===== src/rtl/tap_pkg.sv =====
`timescale 1ns/1ps
package tap_pkg;

  localparam int IR_W   = 4;
  localparam int MODE_W = 9;

  // State codes; other state machines decode these values.
  typedef enum logic [3:0] {
    ST_EX2_DR   = 4'h0,
    ST_EX1_DR   = 4'h1,
    ST_SHIFT_DR = 4'h2,
    ST_PAUSE_DR = 4'h3,
    ST_SEL_IR   = 4'h4,
    ST_UPD_DR   = 4'h5,
    ST_CAP_DR   = 4'h6,
    ST_SEL_DR   = 4'h7,
    ST_EX2_IR   = 4'h8,
    ST_EX1_IR   = 4'h9,
    ST_SHIFT_IR = 4'hA,
    ST_PAUSE_IR = 4'hB,
    ST_IDLE     = 4'hC,
    ST_UPD_IR   = 4'hD,
    ST_CAP_IR   = 4'hE,
    ST_RESET    = 4'hF
  } tap_state_e;

  typedef enum logic [1:0] {
    PATH_BYP = 2'b00,
    PATH_ID  = 2'b01,
    PATH_BND = 2'b10,
    PATH_INT = 2'b11
  } path_e;

  localparam logic [IR_W-1:0] OP_EXTEST  = 4'b0000;
  localparam logic [IR_W-1:0] OP_SAMPLE  = 4'b0001;
  localparam logic [IR_W-1:0] OP_BLK1    = 4'b0010;
  localparam logic [IR_W-1:0] OP_BLK2    = 4'b0011;
  localparam logic [IR_W-1:0] OP_BLK3    = 4'b0100;
  localparam logic [IR_W-1:0] OP_INTEST  = 4'b0111;
  localparam logic [IR_W-1:0] OP_BLK2_BS = 4'b1000;
  localparam logic [IR_W-1:0] OP_BLK3_BS = 4'b1001;
  localparam logic [IR_W-1:0] OP_ZMODE   = 4'b1101;
  localparam logic [IR_W-1:0] OP_IDENT   = 4'b1110;

  function automatic logic [MODE_W-1:0] mode_of(input logic [IR_W-1:0] op);
    logic [MODE_W-1:0] m;
    m = '0;
    case (op)
      OP_EXTEST:  m[0] = 1'b1;
      OP_SAMPLE:  m[1] = 1'b1;
      OP_BLK1:    m[2] = 1'b1;
      OP_BLK2:    m[3] = 1'b1;
      OP_BLK3:    m[4] = 1'b1;
      OP_INTEST:  m[5] = 1'b1;
      OP_BLK2_BS: m[6] = 1'b1;
      OP_BLK3_BS: m[7] = 1'b1;
      OP_ZMODE:   m[8] = 1'b1;
      default:    m = '0;
    endcase
    return m;
  endfunction

  function automatic path_e path_of(input logic [IR_W-1:0] op);
    case (op)
      OP_EXTEST, OP_SAMPLE, OP_INTEST,
      OP_BLK2_BS, OP_BLK3_BS: return PATH_BND;
      OP_BLK1:                return PATH_INT;
      OP_IDENT:               return PATH_ID;
      default:                return PATH_BYP;
    endcase
  endfunction

endpackage


===== src/rtl/tap_fsm.sv =====
`timescale 1ns/1ps
module tap_fsm
  import tap_pkg::*;
(
  input  logic       tck,
  input  logic       rst_n,
  input  logic       tms,
  output tap_state_e state
);

  tap_state_e state_nxt;

  always_comb begin
    case (state)
      ST_RESET:    state_nxt = tms ? ST_RESET    : ST_IDLE;
      ST_IDLE:     state_nxt = tms ? ST_SEL_DR   : ST_IDLE;
      ST_SEL_DR:   state_nxt = tms ? ST_SEL_IR   : ST_CAP_DR;
      ST_CAP_DR:   state_nxt = tms ? ST_EX1_DR   : ST_SHIFT_DR;
      ST_SHIFT_DR: state_nxt = tms ? ST_EX1_DR   : ST_SHIFT_DR;
      ST_EX1_DR:   state_nxt = tms ? ST_UPD_DR   : ST_PAUSE_DR;
      ST_PAUSE_DR: state_nxt = tms ? ST_EX2_DR   : ST_PAUSE_DR;
      ST_EX2_DR:   state_nxt = tms ? ST_UPD_DR   : ST_SHIFT_DR;
      ST_UPD_DR:   state_nxt = tms ? ST_SEL_DR   : ST_IDLE;
      ST_SEL_IR:   state_nxt = tms ? ST_RESET    : ST_CAP_IR;
      ST_CAP_IR:   state_nxt = tms ? ST_EX1_IR   : ST_SHIFT_IR;
      ST_SHIFT_IR: state_nxt = tms ? ST_EX1_IR   : ST_SHIFT_IR;
      ST_EX1_IR:   state_nxt = tms ? ST_UPD_IR   : ST_PAUSE_IR;
      ST_PAUSE_IR: state_nxt = tms ? ST_EX2_IR   : ST_PAUSE_IR;
      ST_EX2_IR:   state_nxt = tms ? ST_UPD_IR   : ST_SHIFT_IR;
      ST_UPD_IR:   state_nxt = tms ? ST_SEL_DR   : ST_IDLE;
      default:     state_nxt = ST_RESET;
    endcase
  end

  always_ff @(posedge tck or negedge rst_n) begin
    if (!rst_n) state <= ST_RESET;
    else        state <= state_nxt;
  end

endmodule


===== src/rtl/tap_ir.sv =====
`timescale 1ns/1ps
module tap_ir
  import tap_pkg::*;
(
  input  logic              tck,
  input  logic              rst_n,
  input  tap_state_e        state,
  input  logic              tdi,
  output logic              ir_so,
  output logic [MODE_W-1:0] test_mode,
  output path_e             path_sel
);

  logic [IR_W-1:0]   ir_sr;
  logic [IR_W-1:0]   ir_sr_d;
  logic              ir_sr_en;
  logic              hold_en;
  logic [IR_W-1:0]   hold_op;

  // Instruction shift stage: capture value tied low.
  always_comb begin
    ir_sr_en = (state == ST_CAP_IR) || (state == ST_SHIFT_IR);
    ir_sr_d  = (state == ST_CAP_IR) ? '0 : {tdi, ir_sr[IR_W-1:1]};
  end

  always_ff @(posedge tck or negedge rst_n) begin
    if (!rst_n)        ir_sr <= '0;
    else if (ir_sr_en) ir_sr <= ir_sr_d;
  end

  assign ir_so = ir_sr[0];

  // Holding stage: decoded lines load only in Update-IR or reset state.
  always_comb begin
    hold_en = (state == ST_UPD_IR) || (state == ST_RESET);
    hold_op = (state == ST_RESET) ? OP_IDENT : ir_sr;
  end

  always_ff @(posedge tck or negedge rst_n) begin
    if (!rst_n) begin
      test_mode <= '0;
      path_sel  <= PATH_ID;
    end else if (hold_en) begin
      test_mode <= mode_of(hold_op);
      path_sel  <= path_of(hold_op);
    end
  end

endmodule


===== src/rtl/tap_dr.sv =====
`timescale 1ns/1ps
module tap_dr
  import tap_pkg::*;
#(
  parameter int              ID_W     = 32,
  parameter logic [ID_W-1:0] ID_VALUE = 32'h0B5A_1C3D
) (
  input  logic       tck,
  input  logic       rst_n,
  input  tap_state_e state,
  input  path_e      path_sel,
  input  logic       tdi,
  input  logic       ir_so,
  input  logic       bnd_so,
  input  logic       int_so,
  output logic       tdo,
  output logic       tdo_en
);

  logic            byp_q;
  logic [ID_W-1:0] id_q;
  logic            cap_dr, shf_dr;
  logic            byp_en, id_en;
  logic            byp_d;
  logic [ID_W-1:0] id_d;
  logic            dr_so, tdo_d, shift_any;

  always_comb begin
    cap_dr = (state == ST_CAP_DR);
    shf_dr = (state == ST_SHIFT_DR);
    byp_en = (path_sel == PATH_BYP) && (cap_dr || shf_dr);
    id_en  = (path_sel == PATH_ID)  && (cap_dr || shf_dr);
    byp_d  = cap_dr ? 1'b0 : tdi;
    id_d   = cap_dr ? ID_VALUE : {tdi, id_q[ID_W-1:1]};
  end

  always_ff @(posedge tck or negedge rst_n) begin
    if (!rst_n)      byp_q <= 1'b0;
    else if (byp_en) byp_q <= byp_d;
  end

  always_ff @(posedge tck or negedge rst_n) begin
    if (!rst_n)     id_q <= '0;
    else if (id_en) id_q <= id_d;
  end

  always_comb begin
    case (path_sel)
      PATH_BYP: dr_so = byp_q;
      PATH_ID:  dr_so = id_q[0];
      PATH_BND: dr_so = bnd_so;
      default:  dr_so = int_so;
    endcase
    shift_any = (state == ST_SHIFT_DR) || (state == ST_SHIFT_IR);
    tdo_d     = (state == ST_SHIFT_IR) ? ir_so : dr_so;
  end

  // Output stage on the falling edge.
  always_ff @(negedge tck or negedge rst_n) begin
    if (!rst_n) begin
      tdo    <= 1'b0;
      tdo_en <= 1'b0;
    end else begin
      tdo_en <= shift_any;
      if (shift_any) tdo <= tdo_d;
    end
  end

endmodule


===== src/rtl/tap_mode_ctrl.sv =====
`timescale 1ns/1ps
module tap_mode_ctrl
  import tap_pkg::*;
#(
  parameter int              ID_W        = 32,
  parameter logic [ID_W-1:0] ID_VALUE    = 32'h0B5A_1C3D,
  parameter int              SYNC_STAGES = 2
) (
  input  logic              tck,
  input  logic              trst_n,
  input  logic              tms,
  input  logic              tdi,
  input  logic              bnd_so,
  input  logic              int_so,
  output logic              tdo,
  output logic              tdo_en,
  output logic [3:0]        tap_state,
  output logic              ir_capture,
  output logic              ir_shift,
  output logic              ir_update,
  output logic              dr_capture,
  output logic              dr_shift,
  output logic              dr_update,
  output logic [1:0]        path_sel,
  output logic [MODE_W-1:0] test_mode
);

  logic [SYNC_STAGES-1:0] rst_pipe;
  logic                   rst_n_s;
  tap_state_e             state;
  path_e                  path_q;
  logic                   ir_so;

  // Reset asserts at once, releases on TCK.
  always_ff @(posedge tck or negedge trst_n) begin
    if (!trst_n) rst_pipe <= '0;
    else         rst_pipe <= {rst_pipe[SYNC_STAGES-2:0], 1'b1};
  end
  assign rst_n_s = rst_pipe[SYNC_STAGES-1];

  tap_fsm u_fsm (
    .tck   (tck),
    .rst_n (rst_n_s),
    .tms   (tms),
    .state (state)
  );

  tap_ir u_ir (
    .tck       (tck),
    .rst_n     (rst_n_s),
    .state     (state),
    .tdi       (tdi),
    .ir_so     (ir_so),
    .test_mode (test_mode),
    .path_sel  (path_q)
  );

  tap_dr #(
    .ID_W     (ID_W),
    .ID_VALUE (ID_VALUE)
  ) u_dr (
    .tck      (tck),
    .rst_n    (rst_n_s),
    .state    (state),
    .path_sel (path_q),
    .tdi      (tdi),
    .ir_so    (ir_so),
    .bnd_so   (bnd_so),
    .int_so   (int_so),
    .tdo      (tdo),
    .tdo_en   (tdo_en)
  );

  always_comb begin
    tap_state  = state;
    path_sel   = path_q;
    ir_capture = (state == ST_CAP_IR);
    ir_shift   = (state == ST_SHIFT_IR);
    ir_update  = (state == ST_UPD_IR);
    dr_capture = (state == ST_CAP_DR);
    dr_shift   = (state == ST_SHIFT_DR);
    dr_update  = (state == ST_UPD_DR);
  end

endmodule


===== config.mk =====
export PLATFORM = sky130hd
export DESIGN_NAME = tap_mode_ctrl
export DESIGN_NICKNAME = d
export VERILOG_FILES = /design/src/rtl/tap_pkg.sv /design/src/rtl/tap_fsm.sv /design/src/rtl/tap_ir.sv /design/src/rtl/tap_dr.sv /design/src/rtl/tap_mode_ctrl.sv
export SDC_FILE = /design/constraint.sdc
export NUM_CORES = 1
export LEC_CHECK = 0
export ABC_AREA = 0
export BUFFER_PORTS_ARGS = -buffer_cell sky130_fd_sc_hd__buf_2
export CORE_AREA = 2 2 96 98
export DETAILED_ROUTE_END_ITERATION = 10
export DIE_AREA = 0 0 98 100
export PLACE_DENSITY = 0.53
export SETUP_SLACK_MARGIN = 0.3
export SYNTH_ARGS = -nofsm -noshare
export SYNTH_HDL_FRONTEND = slang
export SYNTH_HIERARCHICAL = 1
export SYNTH_SLANG_ARGS = --single-unit

===== constraint.sdc =====
create_clock -name tck -period 2.4 [get_ports tck]
set_input_delay 0.24 -clock tck [delete_from_list [all_inputs] [get_ports tck]]
set_output_delay 0.24 -clock tck [all_outputs]
set_load 0.02 [all_outputs]

==> results.sh <==
export IMPL_p_total_mw=3.63
export IMPL_ys_seq_elements=56
export IMPL_area_growth_pct=17.8
export IMPL_path_depth=3
export IMPL_coreArea_um2=8890
export IMPL_track_usage=0.114
export IMPL_utilization=0.339
export IMPL_setup_viol=1
export IMPL_worstSetupPathType="reg -> reg"
export IMPL_die_area_um2=9800
export IMPL_timing_final_hold_violations=0
export IMPL_yosys_warnings=6
export IMPL_cts_tree="built"
export IMPL_met2_length_um=2380
export IMPL_reg2reg_from="u_ir/path_sel[0]"
export IMPL_antenna_found_initial=0
export IMPL_report_final_slew_viol_count=0
export IMPL_syn_area_per_cell_um2=11.0
export IMPL_synth_edf_count=0
export IMPL_cp_end_kind="register"
export IMPL_clk_pin_slew_ps=100
export IMPL_p_per_area_nw_per_um2=1200
export IMPL_synth_nets=239
export IMPL_crit_family="multiplexers"
export IMPL_vias=1799
export IMPL_grt_pass1_wl_um=9150
export IMPL_die_w_um=98
export IMPL_layout_nets=271
export IMPL_num_rows=35
export IMPL_cp_slowest_cell="dfstp_2"
export IMPL_first_pass_iters=4
export IMPL_ant_nets=0
export IMPL_die_h_um=100
export IMPL_worst_ep_arrival_time_ps=1570
export IMPL_wl_met3_um=147
export IMPL_grt_max_degree=51
export IMPL_reg2regPathDepth=3
export IMPL_drive_above_1_share=0.274
export IMPL_highest_layer="met4"
export IMPL_syn_inst=233
export IMPL_worst_pin_slew_ps=600
export IMPL_port_buffers=28
export IMPL_io_pins=29
export IMPL_violations="negative setup slack"
export IMPL_synth_main_ff_cell="dfrtp_1"
export IMPL_gp_congestion=0.716
export IMPL_r2r_end="u_dr/tdo"
export IMPL_grt_pass1_vias=1785
export IMPL_cts_buffer_depth=2
export IMPL_maxCapViolations=0
export IMPL_max_slew_margin=0.600
export IMPL_vias_per_cell=4.77
export IMPL_detail_route_wl_per_cell_um=13.6
export IMPL_crit_buf_inv=0
export IMPL_start_kind="register"
export IMPL_start_util=0.288
export IMPL_drt_iter0_drc=110
export IMPL_p_leak_nw=1.41
export IMPL_dp_hpwl_um=3220
export IMPL_hold_class="reg -> async"
export IMPL_syn_cell_area_um2=2560
export IMPL_wl_met1_um=2550
export IMPL_async_flop_share=1.00
export IMPL_clock_root_buffer="clkbuf_8"
export IMPL_setup_slack_ps=-213
export IMPL_seq_area_frac_synth=0.550
export IMPL_ir_drop_mv=0.342
export IMPL_worstPathMaxFanout=2
export IMPL_status="finished with violations"
export IMPL_drc=0
export IMPL_numCtsBuffers=5
export IMPL_critPathRequiredTime_ps=1350
export IMPL_rsz0062_at_grt="yes"
export IMPL_cts_max_level=2
export IMPL_fin_skew_ps=12.2
export IMPL_insertion_delay_ps=310
export IMPL_crit_chain="mux4_2 -> mux2i_1 -> a21oi_1"
export IMPL_worst_path_largest_cell_delay_ps=550
export IMPL_r2r_slack_ps=-210
export IMPL_cts_sinks=56
export IMPL_synth_cell_types=43
export IMPL_antenna_cells=0
export IMPL_gr_total_overflow=0
export IMPL_wl_um=5130
==> report_power, final <==
part           switching [mW]  leakage (nW)  internal, mW  total, mW
Sequential              0.200         0.717          1.27       1.47
Clock                   0.306        0.0614         0.342      0.648
Combinational           0.911         0.635         0.604       1.51
Total                    1.42          1.41          2.21       3.63
==> cell usage in the layout, fill, tap and decap left out, types with 8 or more instances in the layout <==
| cell | Yosys | routed |
|---|---|---|
| nand2_1 | 21 | 21 |
| mux2_1 | 10 | 10 |
| a31oi_1 | 15 | 15 |
| nor2_1 | 19 | 19 |
| a21oi_1 | 17 | 17 |
| dfrtp_1 | 49 | 48 |
| buf_2 | 4 | 26 |
| o21ai_0 | 8 | 8 |
| nor2b_1 | 16 | 16 |
| buf_4 | 1 | 9 |
==> cell type report <==
cell class / instances / area [um^2]
clock inverter: 2 / 38.8
clock buffer: 6 / 82.6
fill: 902 / 5870
multi-input combinational: 157 / 1080
sequential: 56 / 1410
timing repair buffer: 39 / 241
inverter: 6 / 22.5
tap: 111 / 139
==> timing repair <==
action / 4_1_cts / 5_1_grt
gates resized for setup: 4 / 1
buffers inserted: 0 / 1
endpoints found under the setup margin: 3 / 8
hold endpoints to repair: 2 / 0
hold buffers: 1 / 0
gates cloned: 0 / 0
==> per-layer routing <==
layer  up-vias  GRT usage
li1        887          -
met1       886      0.159
met2        21      0.178
met3         5     0.0265
met4         0     0.0321
met5         -          0
==> Yosys cell counts, types with 4 or more instances <==
library cell  number  area [um^2]
a31oi_1           15         93.8
mux2_1            10          113
inv_1              5         18.8
nor2b_1           16          100
dfrtp_1           49         1230
nor2_1            19         71.3
o21ai_0            8         40.0
a21oi_1           17         85.1
nand2_1           21         78.8
dfstp_2            5          131
o31ai_1            6         45.0
buf_2              4         20.0
mux2_2             7         78.8
clkbuf_1           9         33.8
==> logic make-up after synthesis <==
group           synth area share
simple gates               0.177
compound gates             0.144
flops                      0.550
mux                       0.0914
buf+inv                   0.0328
xor+xnor                 0.00342
other cells              0.00147
==> worst reg2reg max path, delay by kind of cell (launching register included) <==
| family | cells | cell delay [ps] |
|---|---|---|
| flops | 1 | 550 |
| compound gates | 1 | 80 |
| mux | 2 | 640 |
==> flip-flops by register name (all words and copies together), names as in the netlist <==
name and cells:
rst_pipe 2, u_dr/byp_q 1, u_dr/id_q 32, u_dr/tdo 1, u_dr/tdo_en 1, u_fsm/state 4, u_ir/ir_sr 4, u_ir/path_sel 2
u_ir/test_mode 9
==> metrics by stage <==
step                      hold WS [ps]  worst slack, ps  area [um^2]  std cells  TNS, ps
after floorplan                  -55.6             -380         2590        233     -380
after global placement            27.6             -200         2860        367     -200
after detailed placement          28.2             -207         2860        367     -207
after CTS                          119             -211         3000        376     -211
after global routing               135             -311         3020        377     -311
final                              115             -213         3020        377     -213
==> worst max path at each step <==
stage                                 from        to  slack [ps]
after floorplan           u_ir/path_sel[0]  u_dr/tdo        -380
after CTS                 u_ir/path_sel[0]  u_dr/tdo        -210
after detailed placement  u_ir/path_sel[0]  u_dr/tdo        -210
after global placement    u_ir/path_sel[0]  u_dr/tdo        -200
after global routing      u_ir/path_sel[0]  u_dr/tdo        -310
final                     u_ir/path_sel[0]  u_dr/tdo        -210
Note: power is estimated with default switching activity, not from simulation.
